$ cat src/rtl/mmd_win_pkg.sv
package mmd_win_pkg;

    typedef enum logic [1:0] {
        ST_IDLE  = 2'd0,
        ST_ISSUE = 2'd1,
        ST_WAIT  = 2'd2
    } seq_state_e;

    localparam int unsigned CMD_W      = 2;
    localparam logic [1:0]  CMD_ADDRMD = 2'd0;
    localparam logic [1:0]  CMD_DATAMD = 2'd1;
    localparam int unsigned NUM_STEPS  = 4;

endpackage

$ cat src/rtl/mmd_ctl_pack.sv
module mmd_ctl_pack #(
    parameter int unsigned DEV_W   = 5,
    parameter int unsigned DATA_W  = 16,
    parameter int unsigned CMD_LSB = 14
) (
    input  logic [mmd_win_pkg::CMD_W-1:0] cmd,
    input  logic [DEV_W-1:0]              dev,
    output logic [DATA_W-1:0]             word
);
    // Control word: command at the top, device address at the bottom, zeros between.
    always_comb begin
        word                                   = '0;
        word[CMD_LSB +: mmd_win_pkg::CMD_W]    = cmd;
        word[DEV_W-1:0]                        = dev;
    end
endmodule

$ cat src/rtl/mmd_step_mux.sv
module mmd_step_mux #(
    parameter int unsigned    REG_W   = 5,
    parameter int unsigned    DEV_W   = 5,
    parameter int unsigned    DATA_W  = 16,
    parameter int unsigned    CMD_LSB = 14,
    parameter int unsigned    STEP_W  = 2,
    parameter logic [REG_W-1:0] CTL_REG = 5'h0D,
    parameter logic [REG_W-1:0] WIN_REG = 5'h0E
) (
    input  logic [STEP_W-1:0] step,
    input  logic              req_wr,
    input  logic [DEV_W-1:0]  dev,
    input  logic [DATA_W-1:0] addr,
    input  logic [DATA_W-1:0] wdata,
    output logic              sub_wr,
    output logic [REG_W-1:0]  sub_reg,
    output logic [DATA_W-1:0] sub_wdata
);
    logic [DATA_W-1:0] ctl_word [2];

    // One packer per command code (address mode, data mode).
    for (genvar g = 0; g < 2; g++) begin : g_ctl
        localparam logic [mmd_win_pkg::CMD_W-1:0] CODE = mmd_win_pkg::CMD_W'(g);
        mmd_ctl_pack #(
            .DEV_W  (DEV_W),
            .DATA_W (DATA_W),
            .CMD_LSB(CMD_LSB)
        ) u_pack (
            .cmd (CODE),
            .dev (dev),
            .word(ctl_word[g])
        );
    end

    always_comb begin
        sub_wr    = 1'b1;
        sub_reg   = CTL_REG;
        sub_wdata = ctl_word[0];
        case (step)
            STEP_W'(0): begin
                sub_reg   = CTL_REG;
                sub_wdata = ctl_word[0];
            end
            STEP_W'(1): begin
                sub_reg   = WIN_REG;
                sub_wdata = addr;
            end
            STEP_W'(2): begin
                sub_reg   = CTL_REG;
                sub_wdata = ctl_word[1];
            end
            default: begin
                sub_reg   = WIN_REG;
                sub_wr    = req_wr;
                sub_wdata = req_wr ? wdata : '0;
            end
        endcase
    end
endmodule

$ cat src/rtl/mmd_win_seq.sv
module mmd_win_seq #(
    parameter int unsigned      PHY_W   = 5,
    parameter int unsigned      DEV_W   = 5,
    parameter int unsigned      REG_W   = 5,
    parameter int unsigned      DATA_W  = 16,
    parameter int unsigned      CMD_LSB = 14,
    parameter logic [REG_W-1:0] CTL_REG = 5'h0D,
    parameter logic [REG_W-1:0] WIN_REG = 5'h0E
) (
    input  logic              clk,
    input  logic              rst_n,
    input  logic              req_valid,
    output logic              req_ready,
    input  logic              req_write,
    input  logic [PHY_W-1:0]  req_phy,
    input  logic [DEV_W-1:0]  req_dev,
    input  logic [DATA_W-1:0] req_addr,
    input  logic [DATA_W-1:0] req_wdata,
    output logic              cmd_valid,
    input  logic              cmd_ready,
    output logic              cmd_write,
    output logic [PHY_W-1:0]  cmd_phy,
    output logic [REG_W-1:0]  cmd_reg,
    output logic [DATA_W-1:0] cmd_wdata,
    input  logic              rsp_valid,
    input  logic [DATA_W-1:0] rsp_rdata,
    output logic              done,
    output logic [DATA_W-1:0] rdata
);
    import mmd_win_pkg::*;

    localparam int unsigned       STEP_W = $clog2(NUM_STEPS);
    localparam logic [STEP_W-1:0] LAST   = STEP_W'(NUM_STEPS - 1);

    typedef struct packed {
        seq_state_e        st;
        logic [STEP_W-1:0] step;
        logic              wr;
        logic [PHY_W-1:0]  phy;
        logic [DEV_W-1:0]  dev;
        logic [DATA_W-1:0] addr;
        logic [DATA_W-1:0] wdata;
        logic              done;
        logic [DATA_W-1:0] rdata;
    } seq_t;

    localparam seq_t SEQ_RST = '{st: ST_IDLE, default: '0};

    seq_t seq_d, seq_q;

    always_comb begin
        seq_d      = seq_q;
        seq_d.done = 1'b0;
        case (seq_q.st)
            ST_IDLE: begin
                if (req_valid) begin
                    seq_d.st    = ST_ISSUE;
                    seq_d.step  = '0;
                    seq_d.wr    = req_write;
                    seq_d.phy   = req_phy;
                    seq_d.dev   = req_dev;
                    seq_d.addr  = req_addr;
                    seq_d.wdata = req_wdata;
                end
            end
            ST_ISSUE: begin
                if (cmd_ready) begin
                    seq_d.st = ST_WAIT;
                end
            end
            ST_WAIT: begin
                if (rsp_valid) begin
                    if (seq_q.step == LAST) begin
                        seq_d.st   = ST_IDLE;
                        seq_d.done = 1'b1;
                        if (!seq_q.wr) begin
                            seq_d.rdata = rsp_rdata;
                        end
                    end else begin
                        seq_d.st   = ST_ISSUE;
                        seq_d.step = seq_q.step + 1'b1;
                    end
                end
            end
            default: seq_d.st = ST_IDLE;
        endcase
    end

    always_ff @(posedge clk) begin
        if (!rst_n) begin
            seq_q <= SEQ_RST;
        end else begin
            seq_q <= seq_d;
        end
    end

    mmd_step_mux #(
        .REG_W  (REG_W),
        .DEV_W  (DEV_W),
        .DATA_W (DATA_W),
        .CMD_LSB(CMD_LSB),
        .STEP_W (STEP_W),
        .CTL_REG(CTL_REG),
        .WIN_REG(WIN_REG)
    ) u_step (
        .step     (seq_q.step),
        .req_wr   (seq_q.wr),
        .dev      (seq_q.dev),
        .addr     (seq_q.addr),
        .wdata    (seq_q.wdata),
        .sub_wr   (cmd_write),
        .sub_reg  (cmd_reg),
        .sub_wdata(cmd_wdata)
    );

    assign req_ready = (seq_q.st == ST_IDLE);
    assign cmd_valid = (seq_q.st == ST_ISSUE);
    assign cmd_phy   = seq_q.phy;
    assign done      = seq_q.done;
    assign rdata     = seq_q.rdata;

    // acceptance closes the request port on the next cycle
    p_busy_after_accept_r7: assert property (@(posedge clk) disable iff (!rst_n)
        req_valid && req_ready |=> !req_ready);

    // a pending command holds its fields
    p_cmd_hold_r8: assert property (@(posedge clk) disable iff (!rst_n)
        cmd_valid && !cmd_ready |=> cmd_valid && $stable(cmd_reg)
                                  && $stable(cmd_wdata) && $stable(cmd_write));

    // done lasts exactly one cycle
    p_done_pulse_r10: assert property (@(posedge clk) disable iff (!rst_n)
        done |=> !done);

    // the request port is open while done is high
    p_ready_with_done_r11: assert property (@(posedge clk) disable iff (!rst_n)
        done |-> req_ready);

    // middle bits of a control word are zero
    p_ctl_gap_zero_r3: assert property (@(posedge clk) disable iff (!rst_n)
        cmd_valid && cmd_reg == CTL_REG |-> cmd_wdata[CMD_LSB-1:DEV_W] == '0);

    // PHY address constant during a transaction
    p_phy_steady_r6: assert property (@(posedge clk) disable iff (!rst_n)
        !req_ready && $past(!req_ready) |-> $stable(cmd_phy));

    // no completion pulse while a command waits for acceptance
    p_no_done_in_issue_r9: assert property (@(posedge clk) disable iff (!rst_n)
        cmd_valid |-> !done);
endmodule

$ cat config.mk
export PLATFORM = sky130hd
export DESIGN_NAME = mmd_win_seq
export DESIGN_NICKNAME = d
export VERILOG_FILES = /design/src/rtl/mmd_win_pkg.sv /design/src/rtl/mmd_ctl_pack.sv /design/src/rtl/mmd_step_mux.sv /design/src/rtl/mmd_win_seq.sv
export SDC_FILE = /design/constraint.sdc
export NUM_CORES = 1
export LEC_CHECK = 0
export BUFFER_PORTS_ARGS = -buffer_cell sky130_fd_sc_hd__buf_2
export CAP_MARGIN = 15
export CORE_ASPECT_RATIO = 1.75
export CORE_MARGIN = 5
export CORE_UTILIZATION = 54
export CTS_BUF_LIST = sky130_fd_sc_hd__clkbuf_8
export CTS_CLUSTER_DIAMETER = 100
export DETAILED_ROUTE_END_ITERATION = 10
export GPL_ROUTABILITY_DRIVEN = 0
export PLACE_DENSITY = 0.86
export SLEW_MARGIN = 10
export SYNTH_ARGS = -nofsm -noshare
export SYNTH_HDL_FRONTEND = slang
export SYNTH_HIERARCHICAL = 1
export SYNTH_SLANG_ARGS = --single-unit
export TNS_END_PERCENT = 1
$ cat constraint.sdc
create_clock -name clk -period 1.47 [get_ports clk]
set_input_delay 0.3675 -clock clk [delete_from_list [all_inputs] [get_ports clk]]
set_output_delay 0.3675 -clock clk [all_outputs]
set_load 0.01 [all_outputs]
[Yosys cells after proc, flatten, opt, wreduce, memory -nomap -nowiden]
Cells that the tools add are included.
Word-level totals
  register bits after elaboration: 64
  word-level logic and storage cells: 43
  bits of input ports: 64
  output and inout bits: 46
Cells by class
  muxes and demuxes: 13
  bitwise operators: 1
  reductions and logical operators: 10
  add/subtract/negate cells: 1
  eq/ne operators: 9
Operator list (number)
  $pmux W16 S3: 1
  $mux W47: 1
  $mux W16: 2
  $mux W17: 1
  $reduce_and A4 Y1: 2
  $eq A2 B2 Y1 const B: 3
  $mux W2: 3
  $ne A2 B2 Y1 const B: 3
  $pmux W2 S3: 1
  $reduce_and A3 Y1: 2
  $eq A2 B1 Y1 const B: 2
  $logic_not A2 Y1: 2
  $mux W4: 1
  $pmux W2 S2: 1
  $reduce_or A3 Y1: 1
  $add A2 B1 Y2 const B: 1
  $mux W1: 2
  $ne A2 B1 Y1 const B: 1
  $reduce_and A2 Y1: 1
  $reduce_bool A2 Y1: 1
  $reduce_or A2 Y1: 1
  $not A1 Y1: 1

[Logic depth before layout (Yosys ltp)]
  word-level depth: 4
  gate-level depth with buffers: 6
  depth with buffers taken out: 4

[Modules after synthesis]
Netlist, hierarchy kept.
Modules (own cells, without submodules)
  mmd_win_seq: area an instance 2730.1 um^2, seq. area each 1281.2 um^2, cells an instance 310, instances 1
  mmd_step_mux: area an instance 767.0 um^2, seq. area each 0.0 um^2, cells an instance 97, instances 1
  mmd_ctl_pack: area an instance 123.9 um^2, seq. area each 0.0 um^2, cells an instance 17, instances 2

[Least setup slack after synthesis]
Ideal clock, no wire load.
  kind: register to output
  start: reg seq_q[61] (netlist bit)
  end: out cmd_wdata[10]
  buffers on the path: 1
  required time: 1102 ps
  stages on the path, launching flop included: 3
  arrival time: 1056 ps
  setup slack: 46 ps
  path through: dfxtp_1 > buf_6 > mux4_2
Between the ends
  cells in the longest elaborated chain, start to end: 2
  elaborated cells on any way between the ends: 4
  classes of those cells: eq/ne: 2; mux: 1; reduce/logical: 1
RTL lines
  start: declaration: RTL line mmd_win_seq.sv:49  | seq_t seq_d, seq_q;
  start signal: assignment: RTL line mmd_win_seq.sv:93  | seq_q <= seq_d;
  $eq A2 B2 Y1, or another cell as far along: RTL line mmd_step_mux.sv:39  | case (step)
  $pmux W16 S3 (*): RTL line mmd_step_mux.sv:39
  end: declaration: RTL line mmd_win_seq.sv:24  | output logic [DATA_W-1:0] cmd_wdata,
Mark *: on every way between the ends. The rest lies on a longest branch, timed or not.

[Worst setup path in the final report]
  start: reg seq_q[61] (netlist bit)
  end: out cmd_wdata[15]
The elaborated chain is that of the path after synthesis.

==> flow_summary.yaml <==
clock_tree:
  clk-insertion-delay-late_ns: 0.33
  cts_setup_buffers: 0
  htreeDepth: 3
  cts_root_buffer: "clkbuf_8"
  clk_path_buf_depth: 2
  cts_tree: "built"
  cts.sinks: 64
  clkTransAtPathRegs_ns: 0.07
  cts_made_buffers: 9
detailed_routing:
  drc: 0
  drt_wl_total_um: 7900
  vias: 2900
  antenna_left: 0
  first_pass_iters: 4
  wl_per_cell_um: 13.3
  via_per_inst: 4.90
  drt_iter0_markers: 157
critical_path:
  cp-start-kind: "register"
  cp.arrival_ns: 1.48
  path_max_fanout: 23
  crit_family: "buffers and inverters"
  reg2reg_from: "seq_q[61]$_SDFFE_PN0P_"
  r2r_setup_slack_ns: 0.12
  r2r_cells: 5
  path_depth: 6
  crit_required_ns: 1.10
  crit_path_end_kind: "output port"
  crit_buf_inv: 3
  critPathKind: "register to output port"
  crit_slowest_cell: "dfxtp_4"
  timing.rr.end: "rdata[2]$_SDFFE_PN0P_"
  max_stage_delay_ns: 0.37
  cp_cell_sequence: "buf_12 > buf_12 > nor2b_1 > a21oi_1 > a21oi_1 > buf_2"
sta:
  period_minus_slack_ns: 1.84
  whs_ns: 0.266
  timing.final.crit_share_pct: 125
  fmax_mhz: 543
  rsz0062_at_grt: "yes"
  finalClockSkew_ns: 0.00770
  setup_viol: 17
  report.final.hold_viol_count: 0
  fin_ws_ns: -0.373
  slew_viol_final: 0
  setup_tns_ns: -5.18
logic_synthesis:
  synth-warning-count: 6
  seq_area_frac_synth_pct: 34.2
  ys.flop_type: "dfxtp_1"
  synth_cells: 441
  synth.avg_cell_area_sq_um: 8.49
  yosys_register_bits: 64
  synthArstFlopShare_pct: 0
  synth_cell_types: 37
  synth_edf_count: 0
  synthesis.area_sq_mm: 0.00374
global_route:
  overflow: 0
  grt_use_total_pct: 18.9
  grt_max_degree: 83
  antenna_found_initial: 0
  grt_pass1_wl_um: 13000
  grt_pass1_vias: 2925
floorplan:
  initial_utilization_pct: 55.0
  die_y_um: 120
  core_area_sq_mm: 0.00681
  die-width_um: 73.0
  rows: 40
  boundaryPins: 110
  die-area_sq_mm: 0.00877
pwr:
  leakage_nw: 1.86
  worst_ir_drop_vdd_mv: 0.674
  powerDensity_mw_per_mm2: 911
placement:
  placed_cell_area_sq_mm: 0.00398
  dp_hpwl_um: 5740
  port-buffer-count: 106
outcome:
  status: "finished with violations"
  violations: "negative setup slack"
worst_hold_path:
  hold_class: "primary input to register"
  min_to: "cmd_phy[0]$_SDFFE_PN0P_"
  hold_start: "req_phy[0]"
  hold_path_depth: 3
final_layout:
  antenna_cells: 0
  design_area_sq_mm: 0.00425
  drive_gt1_share_pct: 36.2
  areaGrowthSynthToFinish_pct: 13.4
  nets: 569
flow_run:
  drv_cap: 0
-- per-stage QoR --
stage / cells / power (mW) / util [%] / worst slack [ns]
global route: 592 / 4.08 / 62.4 / -0.453
global placement: 576 / 2.50 / 58.5 / -0.0186
finish: 592 / 3.87 / 62.4 / -0.373
floorplan: 462 / 2.40 / - / 0.0461
detailed placement: 576 / 2.52 / 58.5 / -0.0397
CTS: 592 / 3.92 / 62.2 / -0.396
-- worst min-delay path, stage by stage --
cell and delay (ns):
buf_2 0.09, nand2_1 0.04, a21boi_1 0.05
-- registers in the layout (all words and copies together), names as in the netlist --
signal	cells
seq_q	42
rdata	16
cmd_phy	5
done	1
-- Yosys cell counts, types with 3 or more instances --
master | n | share of area [%]
a211oi_1 | 7 | 1.4
a211oi_2 | 9 | 3.0
a21boi_0 | 3 | 0.60
a21boi_1 | 40 | 8.0
a21oi_1 | 10 | 1.3
a21oi_2 | 20 | 4.7
and2b_1 | 6 | 1.2
and2b_4 | 3 | 0.80
buf_2 | 7 | 0.94
buf_4 | 58 | 12
buf_6 | 11 | 3.3
clkbuf_1 | 10 | 1.0
conb_1 | 4 | 0.40
dfxtp_1 | 64 | 34
mux2i_1 | 16 | 4.3
nand2_1 | 123 | 12
nor2_1 | 4 | 0.40
nor2b_1 | 22 | 3.7
-- placed cells by master, fill, tap and decap left out, types with 4 or more instances in the layout --
cell type | netlist | routed
mux2i_1 | 16 | 16
a211oi_2 | 9 | 9
dfxtp_4 | 0 | 4
conb_1 | 4 | 25
buf_12 | 1 | 8
a211oi_1 | 7 | 7
nor2b_4 | 0 | 4
clkbuf_8 | 0 | 12
nand2_1 | 123 | 123
buf_6 | 11 | 5
a21boi_1 | 40 | 40
nor2b_1 | 22 | 17
a21oi_2 | 20 | 21
a21oi_1 | 10 | 9
and2b_1 | 6 | 6
buf_2 | 7 | 104
dfxtp_1 | 64 | 59
-- area by class of cell --
cell class                      instances  area (sq um)
Timing Repair Buffer                  120           759
Tap cell                               84           105
Clock inverter                          4          18.8
Inverter                                1          3.75
Fill cell                             592          2560
Multi-Input combinational cell        307          1900
Sequential cell                        64          1300
Clock buffer                           12           165
-- worst max-delay path by stage --
stage	startpoint	endpoint	slack, ns
2_1_floorplan	seq_q[61]$_SDFFE_PN0P_	cmd_wdata[10]	0.05
3_3_place_gp	seq_q[59]$_SDFFE_PN0P_	cmd_wdata[0]	-0.02
3_5_place_dp	seq_q[61]$_SDFFE_PN0P_	cmd_wdata[10]	-0.04
4_1_cts	seq_q[61]$_SDFFE_PN0P_	cmd_wdata[10]	-0.40
5_1_grt	seq_q[61]$_SDFFE_PN0P_	cmd_wdata[15]	-0.45
6_report	seq_q[61]$_SDFFE_PN0P_	cmd_wdata[15]	-0.37
-- routing by layer --
layer  part of all wire [%]  GRT usage, %  up-vias
li1                       -             -     1482
met1                     38          20.2     1305
met2                     52          32.0       92
met3                    6.7          5.53       21
met4                    3.5          11.2        0
met5                      0             0        -
-- what timing repair did --
| action | CTS | global route |
|---|---|---|
| endpoints found under the hold margin | 0 | 0 |
| setup endpoints to repair | 19 | 31 |
| gates resized for setup | 20 | 4 |
| pin swaps | 9 | 0 |
| hold buffers | 0 | 0 |
-- logic make-up after synthesis --
family,count (synthesis),share of synthesized area [%]
multiplexers,17,4.88
flip-flops,64,34.2
AO/OA/AOI/OAI,93,19.8
adder cells (fa/ha/maj),2,0.668
other,4,0.401
buffers and inverters,91,18.4
AND/OR/NAND/NOR,170,21.7
-- power by group --
group	switching, mW	internal, mW
combinational	0.322	0.303
sequential	0.0603	1.82
clock	0.635	0.735
No activity file was read; power rests on OpenSTA's default activity.
